**config.mk**
```make
export PLATFORM = sky130hd
export DESIGN_NAME = alu_core
export DESIGN_NICKNAME = d
export VERILOG_FILES = /design/src/rtl/alu_core.sv
export SDC_FILE = /design/constraint.sdc
export NUM_CORES = 1
export LEC_CHECK = 0
export BUFFER_PORTS_ARGS = -buffer_cell sky130_fd_sc_hd__buf_4
export CAP_MARGIN = 20
export CORE_UTILIZATION = 45
export DETAILED_ROUTE_END_ITERATION = 12
export PLACE_DENSITY = 0.76
export SLEW_MARGIN = 5
export SYNTH_ARGS = -nofsm -noshare
export SYNTH_HDL_FRONTEND = slang
export SYNTH_SLANG_ARGS = --single-unit
export TNS_END_PERCENT = 50
```
**constraint.sdc**
```tcl
create_clock -name vclk -period 3.7
set_clock_uncertainty 0.05 [all_clocks]
set_input_delay 0.37 -clock vclk [all_inputs]
set_output_delay 0.37 -clock vclk [all_outputs]
set_load 0.01 [all_outputs]
```
**src/rtl/alu_core.sv**
```systemverilog
module alu_core #(
  parameter int WIDTH = 32
) (
  input  logic [WIDTH-1:0] a_i,
  input  logic [WIDTH-1:0] b_i,
  input  logic [2:0]       op_i,
  output logic [WIDTH-1:0] res_o,
  output logic             zero_o
);
  localparam int MSB = WIDTH - 1;

  logic             inv_b;
  logic [WIDTH-1:0] b_eff;
  logic [WIDTH:0]   sum_w;
  logic             ovf;
  logic             less;

  assign inv_b = op_i[2];
  assign b_eff = inv_b ? ~b_i : b_i;
  assign sum_w = {1'b0, a_i} + {1'b0, b_eff} + {{WIDTH{1'b0}}, inv_b};
  assign ovf   = (a_i[MSB] == b_eff[MSB]) && (sum_w[MSB] != a_i[MSB]);
  assign less  = sum_w[MSB] ^ ovf;

  always_comb begin
    case (op_i)
      3'b010, 3'b110: res_o = sum_w[MSB:0];
      3'b000:         res_o = a_i & b_i;
      3'b001:         res_o = a_i | b_i;
      3'b111:         res_o = {{(WIDTH-1){1'b0}}, less};
      default:        res_o = '0;
    endcase
  end

  assign zero_o = ~|res_o;
endmodule


```
== Yosys cells after proc, flatten, opt, wreduce, memory -nomap -nowiden ==
Cells that the tools add are included.
Cells by class
  $add $sub $neg: 2
  $mul: 0
  div/mod/pow operators: 0
  $lt $le $gt $ge: 0
  equal/unequal tests: 6
  shifts and indexed selects: 0
  muxes and demuxes: 2
  bitwise operators: 4
  reduce and logical (&&, ||, !) cells: 5
Operator list (number)
  case mux 32 bit (4 select lines): 1
  adder 32 x 1 -> 32 bit: 1
  adder 32 bit: 1
  bitwise AND 32 bit: 1
  two-way mux 32 bit: 1
  NOT 32 bit: 1
  bitwise OR 32 bit: 1
  OR reduction 32 bit: 1
  == test 3 bit, second input constant: 2
  == test 3 x 1 -> 1 bit, second input constant: 1
  == test 3 x 2 -> 1 bit, second input constant: 1
  logical NOT 3 bit: 1
  OR reduction 2 bit: 1
  == test 1 bit: 1
  logical AND 1 bit: 1
  logical NOT 1 bit: 1
  inequality test 1 bit: 1
  XOR 1 bit: 1
Storage, ports and cells
  register bits: 0
  latch bits: 0
  bits in writable memories: 0
  memory bits (read-only): 0
  bits of input ports: 67
  output and inout bits: 33
  word-level logic and storage cells: 19
  memories: 0

== Longest topological paths before layout ==
  word-level depth: 10
  depth in mapped cells: 14
  gate-level depth less buffers: 12

== Worst setup path after synthesis ==
Ideal clock, no wire load.
  kind: input to output
  start point: input op_i[2]
  end point: output zero_o
  arrival: 3779 ps
  path slack: -499 ps
  stages: 14
  buffers on the path: 2
  path through: buf_2 buf_1 xor2_1 inv_1 fa_1 nand2b_1 a211oi_2 o2111ai_2 a31oi_4 a32oi_1 a32o_2 a2111oi_4 nand4bb_1 nor4_2
Between the ends
  elaborated cells on any way between the ends: 16
  classes of those cells: add/sub (2); eq/ne (6); mux (2); bitwise (1); reduce/logical (5)
RTL lines
  start, declared: line 6  | input logic [2:0] op_i,
  two-way mux 32 bit: line 19  | assign b_eff = inv_b ? ~b_i : b_i;
  adder 32 bit: line 20  | assign sum_w = {1'b0, a_i} + {1'b0, b_eff} + {{WIDTH{1'b0}}, inv_b};
  adder 32 x 1 -> 32 bit: line 20
  case mux 32 bit (4 select lines) (*): line 25  | case (op_i)
  via res_o[22]: line 7  | output logic [WIDTH-1:0] res_o,
  OR reduction 32 bit (*): line 34  | assign zero_o = ~|res_o;
  logical NOT 1 bit (*): line 34
  end, declared: line 8  | output logic zero_o
The timed path passes the listed nets; every way through them passes the cells marked *.

== Final worst setup path ==
  start point: input b_i[1]
  end point: output zero_o
Between the ends
  word-level cells in the longest chain between the ends: 10
  elaborated cells on any way between the ends: 12
  classes of those cells: add/sub (2); eq/ne (1); mux (2); bitwise (4); reduce/logical (3)
Ends and longest elaborated chain
  start, declared: line 5  | input logic [WIDTH-1:0] b_i,
  NOT 32 bit: line 19
  two-way mux 32 bit: line 19
  adder 32 bit: line 20
  adder 32 x 1 -> 32 bit: line 20
  inequality test 1 bit: line 21  | assign ovf = (a_i[MSB] == b_eff[MSB]) && (sum_w[MSB] != a_i[MSB]);
  logical AND 1 bit: line 21
  XOR 1 bit: line 22  | assign less = sum_w[MSB] ^ ovf;
  case mux 32 bit (4 select lines) (*): line 25
  OR reduction 32 bit (*): line 34
  logical NOT 1 bit (*): line 34
Every way passes the cells marked *; elsewhere a longest branch is shown, timed or not.

==> results_dict.tcl <==
set metrics [dict create \
    drv_cap 0 \
    synth_top_family_by_area "compound AO/OA/AOI/OAI gates" \
    arrival_ns 3.58 \
    layout-drive-gt1-share 0.479 \
    synth_area_um2 3340 \
    finalHoldViolations 0 \
    synth-xor-area-share 0.125 \
    area.growth.synth_to_final_pct 70.8 \
    synth_compound_area_frac 0.358 \
    period_share 1.08 \
    setup_viol 3 \
    row_count 31 \
    start_util 0.463 \
    io_pins 100 \
    track_usage 0.367 \
    met1_usage 0.395 \
    total_power_mw 1.40 \
    synth.area.mux_share 0.00899 \
    fin_crit_ns 4.00 \
    final_common_cell "buf_4" \
    synthSimpleGateAreaFrac 0.233 \
    utilization 0.790 \
    clkbuf_count 0 \
    io_buffers 100 \
    drv_slew 0 \
    grt_pass1_wl_um 22500 \
    netlist.area_leader.share 0.135 \
    power_leakage_nw 2.59 \
    min_path_type "input port to output pin" \
    setup_tns_ns -0.448 \
    nets 805 \
    grt-ovfl-total 0 \
    worstMarginPinSlew_ns 0.465 \
    diodes 0 \
    regArea_um2 0 \
    ys_types 76 \
    syn-instance-count 464 \
    avgSynthCellArea_um2 7.20 \
    fin_cells 798 \
    peakVddDrop_uv 149 \
    drt-initial-drc-count 297 \
    timing.fmax_ghz 0.250 \
    final_cell_mix "251 x buf_4, 48 x nand2_1, 32 x ha_1" \
    core_area_um2 7210 \
    ctsHoldBuffers 0 \
    firstDrtPassIters 5 \
    synth_seq_area_share 0 \
    drc 0 \
    crit_path_max_fanout 3 \
    grt_max_degree 32 \
    via_count 4964 \
    hpwl_um 11100 \
    top_usage_layer "met2" \
    criticalPathCategory "input port to output pin" \
    via_per_inst 6.22 \
    outcome "complete, but fails checks" \
    first_global_vias 4956 \
    yosysTopAreaCell "ha_1" \
    rsz0062_at_grt "yes" \
    syn_nets 568 \
    drtAntennaViolNets 0 \
    wl_per_cell_um 18.9 \
    worst_slack_ns -0.303 \
    dp_cells 782 \
    end_kind "output pin" \
    whs_ns 1.18 \
    synth_fa_ha_area_frac 0.231 \
    slew_headroom 0.687 \
    seq_cells 0 \
    use_met3 0.0481 \
    ys_warn_count 0 \
    met2_usage 0.672 \
    crit_required_ns 3.28 \
    die_x_um 88.1 \
    fp.dieH_um 88.1 \
    holdPathStages 4 \
    violations "setup timing" \
    crit_path_start_kind "input port" \
    routed_wl_um 15100 \
    yosys-top-cells-area "ha_1 13%, maj3_1 9.0%, xor2_1 8.1%" \
    dieArea_um2 7770 \
    antenna_found_initial 0 \
    p_per_area_nw_per_um2 245 \
    gp_congestion 0.955 \
]
## synth_stat cells (3+ instances only)
library cell	n
inv_1	8
o311a_1	3
a211oi_1	10
or3_1	7
o211ai_1	5
a31oi_1	3
and3_1	4
and4_1	3
buf_1	5
o22ai_1	3
o21ai_0	34
a221oi_1	3
mux2i_1	3
nand2b_1	6
nand4_1	14
nor4_1	4
a21o_1	8
clkbuf_1	10
nor3_1	10
nor2_1	27
o31ai_1	5
xor2_1	31
a21oi_1	27
o21ai_1	3
nand2_1	51
a32o_1	4
a32oi_1	3
xnor2_1	14
buf_2	10
a22o_1	7
o2bb2ai_1	3
o21a_1	6
ha_1	36
nand3_1	13
maj3_1	30
## critical path: stages
cell and delay [ns]:
buf_4 0.12, xor2_2 0.19, inv_1 0.09, fa_2 0.39, nand2b_4 0.19, a211oi_4 0.27, o2111ai_2 0.22, a31oi_4 0.31
buf_6 0.14, a32oi_1 0.10, a32o_2 0.31, a2111oi_4 0.27, nand4bb_4 0.15, nor4_4 0.29, buf_4 0.17
## metal layers
layer | up-vias | routed length, um
li1 | 2269 | -
met1 | 2325 | 5570
met2 | 276 | 7430
met3 | 94 | 1140
met4 | 0 | 914
met5 | - | 0
## cell type report
type                            instances  area, um2
Fill cell                             541       1510
Tap cell                               99        124
Inverter                                8       30.0
Timing Repair Buffer                  261       2040
Multi-Input combinational cell        430       3510
## what timing repair did
| action | in CTS | in global routing |
|---|---|---|
| pin swaps | 34 | 12 |
| endpoints found under the setup margin | 5 | 4 |
| cloned | 1 | 0 |
| buffers inserted | 11 | 4 |
| resized for setup | 53 | 20 |
## final timing paths
| kind | start | endpoint | slack (ns) |
|---|---|---|---|
| setup / recovery | b_i[1] | zero_o | -0.30 |
| hold / removal | b_i[29] | res_o[29] | 1.18 |
## power breakdown
part	total (mW)	leakage, nW	switching, mW	internal [mW]
sequential	0	0	0	0
combinational	1.40	2.59	0.697	0.700
clock	0	0	0	0
## cells by family (layout without fill, tap and decap cells)
logic type	count (synthesis)	in the layout
fa+ha+maj	67	67
buf+inv	34	269
compound gates	160	160
xor+xnor	46	46
simple gates	154	154
mux	3	3
## through the flow
step / setup WS (ns) / area (um2)
after floorplan: 0.0185 / 3390
after global placement: -0.387 / 5230
after detailed placement: -0.548 / 5230
after CTS: -0.229 / 5580
after global routing: -0.391 / 5700
final: -0.303 / 5700
Power figures use the tool's default switching activity.
